**config.mk**
```make
export PLATFORM = sky130hd
export DESIGN_NAME = dacfe_top
export DESIGN_NICKNAME = d
export VERILOG_FILES = /design/src/rtl/dacfe_pkg.sv /design/src/rtl/dacfe_sync.sv /design/src/rtl/dacfe_strobe_detect.sv /design/src/rtl/dacfe_latches.sv /design/src/rtl/dacfe_top.sv
export SDC_FILE = /design/constraint.sdc
export NUM_CORES = 1
export LEC_CHECK = 0
export ABC_AREA = 1
export CAP_MARGIN = 20
export CORE_MARGIN = 3
export CORE_UTILIZATION = 49
export DETAILED_ROUTE_END_ITERATION = 12
export PLACE_DENSITY_LB_ADDON = 0.25
export REMOVE_ABC_BUFFERS = 1
export SYNTH_ARGS = -nofsm -noshare
export SYNTH_HDL_FRONTEND = slang
export SYNTH_SLANG_ARGS = --single-unit
```
**constraint.sdc**
```tcl
create_clock -name clk -period 1.85 [get_ports clk]
set_clock_uncertainty 0.15 [all_clocks]
set_input_delay 0.37 -clock clk [delete_from_list [all_inputs] [get_ports clk]]
set_output_delay 0.37 -clock clk [all_outputs]
set_load 0.01 [all_outputs]
```
**src/rtl/dacfe_pkg.sv**
```systemverilog
package dacfe_pkg;
  localparam int CODE_W_DEF = 12;
  localparam int SYNC_STAGES_DEF = 2;

  typedef struct packed {
    logic sel_n;
    logic wr;
    logic load_n;
    logic pwr_n;
  } ctl_t;

  localparam ctl_t CTL_IDLE = '{sel_n: 1'b1, wr: 1'b0, load_n: 1'b1, pwr_n: 1'b1};
endpackage

```
**src/rtl/dacfe_sync.sv**
```systemverilog
module dacfe_sync #(
  parameter int W = 1,
  parameter int STAGES = 2,
  parameter logic [W-1:0] RST_VAL = '0
) (
  input  logic         clk,
  input  logic         rst,
  input  logic [W-1:0] d,
  output logic [W-1:0] q
);
  logic [W-1:0] stg [STAGES];

  always_ff @(posedge clk) begin
    if (rst) stg[0] <= RST_VAL;
    else     stg[0] <= d;
  end

  for (genvar i = 1; i < STAGES; i++) begin : g_stage
    always_ff @(posedge clk) begin
      if (rst) stg[i] <= RST_VAL;
      else     stg[i] <= stg[i-1];
    end
  end

  assign q = stg[STAGES-1];
endmodule

```
**src/rtl/dacfe_strobe_detect.sv**
```systemverilog
module dacfe_strobe_detect (
  input  logic clk,
  input  logic rst,
  input  logic wr_s,
  input  logic sel_n_s,
  output logic capture
);
  logic wr_prev;

  always_ff @(posedge clk) begin
    if (rst) wr_prev <= 1'b0;
    else     wr_prev <= wr_s;
  end

  assign capture = wr_s & ~wr_prev & ~sel_n_s;

  assert_capture_needs_select_R3: assert property (@(posedge clk) disable iff (rst)
    capture |-> !sel_n_s);
  assert_single_capture_R9: assert property (@(posedge clk) disable iff (rst)
    capture |=> !capture);
endmodule

```
**src/rtl/dacfe_latches.sv**
```systemverilog
module dacfe_latches #(
  parameter int W = 12
) (
  input  logic         clk,
  input  logic         rst,
  input  logic         capture,
  input  logic [W-1:0] code_in,
  input  logic         load_n,
  output logic [W-1:0] hold_q,
  output logic [W-1:0] dac_q
);
  logic [W-1:0] hold_nxt;

  assign hold_nxt = capture ? code_in : hold_q;

  always_ff @(posedge clk) begin
    if (rst) begin
      hold_q <= '0;
      dac_q  <= '0;
    end else begin
      hold_q <= hold_nxt;
      if (!load_n) dac_q <= hold_nxt;
    end
  end

  assert_hold_only_on_capture_R2: assert property (@(posedge clk) disable iff (rst)
    !capture |=> $stable(hold_q));
  assert_dac_kept_when_no_load_R6: assert property (@(posedge clk) disable iff (rst)
    load_n |=> $stable(dac_q));
  assert_load_copies_hold_R4: assert property (@(posedge clk) disable iff (rst)
    (!load_n && !capture) |=> dac_q == $past(hold_q));
  assert_transparent_write_R5: assert property (@(posedge clk) disable iff (rst)
    (!load_n && capture) |=> dac_q == $past(code_in));
endmodule

```
**src/rtl/dacfe_top.sv**
```systemverilog
module dacfe_top #(
  parameter int CODE_W = dacfe_pkg::CODE_W_DEF,
  parameter int SYNC_STAGES = dacfe_pkg::SYNC_STAGES_DEF
) (
  input  logic              clk,
  input  logic              rst,
  input  logic              sel_n_i,
  input  logic              wr_i,
  input  logic              load_n_i,
  input  logic              pwr_n_i,
  input  logic [CODE_W-1:0] data_i,
  output logic [CODE_W-1:0] dac_code_o,
  output logic              pwr_down_o
);
  import dacfe_pkg::*;

  localparam int CTL_W = $bits(ctl_t);

  ctl_t ctl_raw, ctl_s;
  logic [CTL_W-1:0] ctl_s_bits;
  logic [CODE_W-1:0] data_s, hold_q, dac_q;
  logic capture;

  assign ctl_raw = '{sel_n: sel_n_i, wr: wr_i, load_n: load_n_i, pwr_n: pwr_n_i};

  dacfe_sync #(.W(CTL_W), .STAGES(SYNC_STAGES), .RST_VAL(CTL_IDLE)) u_ctl_sync (
    .clk(clk), .rst(rst), .d(ctl_raw), .q(ctl_s_bits));
  assign ctl_s = ctl_t'(ctl_s_bits);

  dacfe_sync #(.W(CODE_W), .STAGES(SYNC_STAGES), .RST_VAL('0)) u_data_sync (
    .clk(clk), .rst(rst), .d(data_i), .q(data_s));

  dacfe_strobe_detect u_detect (
    .clk(clk), .rst(rst), .wr_s(ctl_s.wr), .sel_n_s(ctl_s.sel_n), .capture(capture));

  dacfe_latches #(.W(CODE_W)) u_latches (
    .clk(clk), .rst(rst), .capture(capture), .code_in(data_s),
    .load_n(ctl_s.load_n), .hold_q(hold_q), .dac_q(dac_q));

  always_ff @(posedge clk) begin
    if (rst) begin
      dac_code_o <= '0;
      pwr_down_o <= 1'b0;
    end else begin
      dac_code_o <= ctl_s.pwr_n ? dac_q : '0;
      pwr_down_o <= ~ctl_s.pwr_n;
    end
  end

  assert_reset_clears_R1: assert property (@(posedge clk)
    rst |=> (dac_code_o == '0 && !pwr_down_o && hold_q == '0 && dac_q == '0));
  assert_select_high_keeps_R3: assert property (@(posedge clk) disable iff (rst)
    ctl_s.sel_n |=> $stable(hold_q));
  assert_pd_forces_zero_R7: assert property (@(posedge clk) disable iff (rst)
    !ctl_s.pwr_n |=> (dac_code_o == '0 && pwr_down_o));
  assert_active_shows_latch_R8: assert property (@(posedge clk) disable iff (rst)
    ctl_s.pwr_n |=> (dac_code_o == $past(dac_q) && !pwr_down_o));
endmodule

```
==> impl_summary.txt <==
----------------------------------------------------
[Pwr]
  Switching pwr ... 0.638 mW
  Seq pwr share ... 0.544
  Power per unit of standard cell area ... 1050 mW/mm^2
  Clk pwr share ... 0.398
  Internal Pwr Total ... 2.26 mW
  Sw Ratio ... 0.220
  Worst voltage drop across the vdd grid ... 755 uV
  Combinational fraction of design power ... 0.058
  Leakage power ... 1.24 nW

[Setup path]
  Reg-to-Reg End ... u_latches.dac_q[10]
  Logic depth of the worst setup path including buffers ... 1
  Arrival time at the worst endpoint ... 1.18 ns
  Crit-path slowest cell ... sky130_fd_sc_hd__clkdlybuf4s50_1
  Count of buffer and inverter cells on the critical path ... 1
  Launching element of the worst setup path ... dac_code_o[0]
  Worst setup path class ... flop to output pin
  Crit path cell chain ... clkdlybuf4s50_1
  RR Startpoint ... u_ctl_sync.stg[1][3]
  Slowest Stage Delay on Critical Path ... 0.53 ns
  Logic depth of the worst register-to-register path ... 6
  Critical path peak fanout ... 1
  Nature of the critical path startpoint ... flop
  Crit path required time ... 1.33 ns
  Capture point of the worst path ... dac_code_o[0]
  Endpoint type of the worst setup path ... output pin
  Reg2reg setup slack ... 0.65 ns
  Cell class contributing the biggest share of worst-path delay ... buffers and inverters

[Synthesis]
  Async S/R FF share, synth ... 0
  Ranking of synthesized cells by area ... sky130_fd_sc_hd__dfxtp_1 63%, sky130_fd_sc_hd__inv_1 9.3%, sky130_fd_sc_hd__nor2_1 6.7%
  Commonest cells post-synth ... 70 x sky130_fd_sc_hd__dfxtp_1, 55 x sky130_fd_sc_hd__inv_1, 40 x sky130_fd_sc_hd__nor2_1
  Post-synth cell types ... 13
  Share of the yosys chip area belonging to registers ... 0.629
  Count of yosys warnings during synthesis ... 0
  Leading cell type by number of instances after synthesis ... sky130_fd_sc_hd__dfxtp_1
  Count of flip-flops with a built-in enable after synthesis ... 0
  Yosys top cell area share ... 0.629
  Syn Area/Cell ... 8.61 um^2
  Post-synth top area cell ... sky130_fd_sc_hd__dfxtp_1
  Register bit total from synthesis ... 70
  Dominant register cell in the synthesized netlist ... sky130_fd_sc_hd__dfxtp_1
  Netlist area before placement ... 0.00223 mm^2
  Synth Instances ... 259

[Placed design]
  Half-perimeter wire length after detailed placement ... 2260 um
  Weighted congestion reported at the end of routability-driven placement ... 0.750
  Post-placement worst setup slack ... 0.444 ns
  I/O Buffers ... 30

[STA]
  Final Setup Violations ... 0
  Relative max-transition margin ... 0.737
  Setup TNS ... 0 ns
  Achievable clock frequency ... 588 MHz
  Period minus WS final ... 1.70 ns
  Crit share post-route ... 0.920
  Count of final hold-check violations ... 0
  Setup repair after global routing missed its margin ... false
  Slew of the pin with the lowest slew margin ... 0.394 ns
  Number of pins with negative max-slew slack in the final report ... 0
  Crit path setup slack, layout ... 0.148 ns

[Global routing]
  Pin count of the biggest net entering global routing ... 19
  Wire length of the first global-routing pass ... 5930 um
  Sum of overflow across all layers after global routing ... 0
  Vias in the first global route ... 1,345
  Antenna violations before repair ... 0
  Global Route Usage Sum ... 0.149

[Floorplanning]
  Die ar. ... 0.00540 mm^2
  I/O pin count ... 31
  Initial core utilization ... 0.531
  Placement row count ... 23
  Die Span Y ... 73.5 um
  Core outline area ... 0.00420 mm^2
  Chip width ... 73.5 um

[Clock tree]
  CTS Buf Count ... 9
  Cell at the root of the clock tree ... sky130_fd_sc_hd__clkbuf_8
  Bufs on Longest Clock Path ... 2
  Clock edge transition at the registers on the reported setup and hold paths ... 0.07 ns
  H-tree depth reported by CTS ... 3
  Clock tree from TritonCTS ... yes
  Post-cts sizing count ... 0
  Clock Sink Count ... 70
  # hold bufs at CTS ... 0
  Latest clock arrival within the worst-skew pair ... 0.33 ns
  Post-CTS setup buffer count ... 0

[Final layout]
  Final net count ... 313
  Layout area overhead ... 24.2%
  Diode insertion count for antenna repair ... 0
  Final core utilization ... 0.659
  # fillers ... 359
  Share of post-route cells with drive strength above 1 ... 0.110

[Outcome]
  Status ... finished, final reports clean

[Route]
  Number of search-and-repair iterations in the first detailed-routing pass ... 4
  Number of routed nets with antenna violations ... 0
  Post-detailed-routing wire length ... 3440 um
  WL per Instance ... 9.83 um
  Initial drt markers ... 75
  Via count ... 1,547
  Via count normalized by instance count ... 4.42
  Remaining design rule violation count ... 0

[Min path]
  Path type of the worst min-delay path ... flop to flop

[Flow run]
  Number of maximum-capacitance constraint violations ... 0

----------------------------------------------------
[cells by family after synthesis]
logic type / count (synthesis) / share of synthesized area
and+or+nand+nor: 96 / 0.191
DFF: 70 / 0.629
buffers and inverters: 69 / 0.126
AOI/OAI and AO/OA: 24 / 0.0539
[power by group through the flow]
stage               Sequential [mW]  Combinational (mW)  Clock [mW]
floorplan                      1.61              0.0660           0
global placement               1.61               0.163           0
detailed placement             1.61               0.167           0
CTS                            1.57               0.169        1.18
global route                   1.58               0.191        1.24
finish                         1.57               0.167        1.15
[how the worst min path moves through the flow]
stage,cells after the start,slack [ns],endpoint,start
final,2,0.25,u_data_sync.stg[1][2],u_data_sync.stg[0][2]
after global routing,2,0.25,u_ctl_sync.stg[1][2],rst
after CTS,2,0.23,u_ctl_sync.stg[1][2],rst
after detailed placement,2,0.24,u_data_sync.stg[1][7],u_data_sync.stg[0][7]
after global placement,2,0.24,u_data_sync.stg[1][1],u_data_sync.stg[0][1]
after floorplan,2,0.24,u_ctl_sync.stg[1][2],u_ctl_sync.stg[0][2]
[per-layer routing]
| layer | track usage | up-vias | share of wire |
|---|---|---|---|
| met5 | 0 | - | 0 |
| met4 | 0.0905 | 0 | 0.014 |
| met3 | 0.0492 | 4 | 0.049 |
| met2 | 0.238 | 34 | 0.49 |
| met1 | 0.171 | 662 | 0.45 |
| li1 | - | 847 | - |
[layout by cell type (no fill, tap or decap), drive strengths merged]
master / instances
a21oi: 24
nor2: 40
dfxtp: 70
buf: 10
nand3: 13
clkdlybuf4s50: 29
nand4: 12
inv: 55
clkbuf: 9
nand2: 25
clkinv: 4
bufinv: 1
clkinvlp: 2
or2: 6
[state kept, by name, summed over array words and instances (netlist names)]
signal	flops
u_data_sync.stg	24
u_ctl_sync.stg	8
u_detect.wr_prev	1
u_latches.hold_q	12
u_latches.dac_q	12
pwr_down_o	1
dac_code_o	12
[tightest hold or removal path: stages (launching register included)]
cell	delay, ns
sky130_fd_sc_hd__dfxtp_1	0.30
sky130_fd_sc_hd__inv_1	0.04
sky130_fd_sc_hd__nor2_1	0.03
[layout make-up]
class	instances	area, um^2	share of cell area
multi-input combinational	120	547	0.197
tap	50	62.6	0.0226
inverter	55	206	0.0746
clock inverter	7	65.1	0.0235
timing repair buffer	39	363	0.131
clock buffer	9	124	0.0447
sequential	70	1400	0.506
[per-stage QoR]
step / total power [mW] / area (um^2) / hold slack, ns / instances
final: 2.89 / 2770 / 0.251 / 350
after global routing: 3.01 / 2770 / 0.247 / 350
after CTS: 2.92 / 2770 / 0.234 / 350
after detailed placement: 1.78 / 2580 / 0.242 / 334
after global placement: 1.77 / 2580 / 0.239 / 334
after floorplan: 1.68 / 2150 / 0.238 / 245
Power figures use the tool's default switching activity.
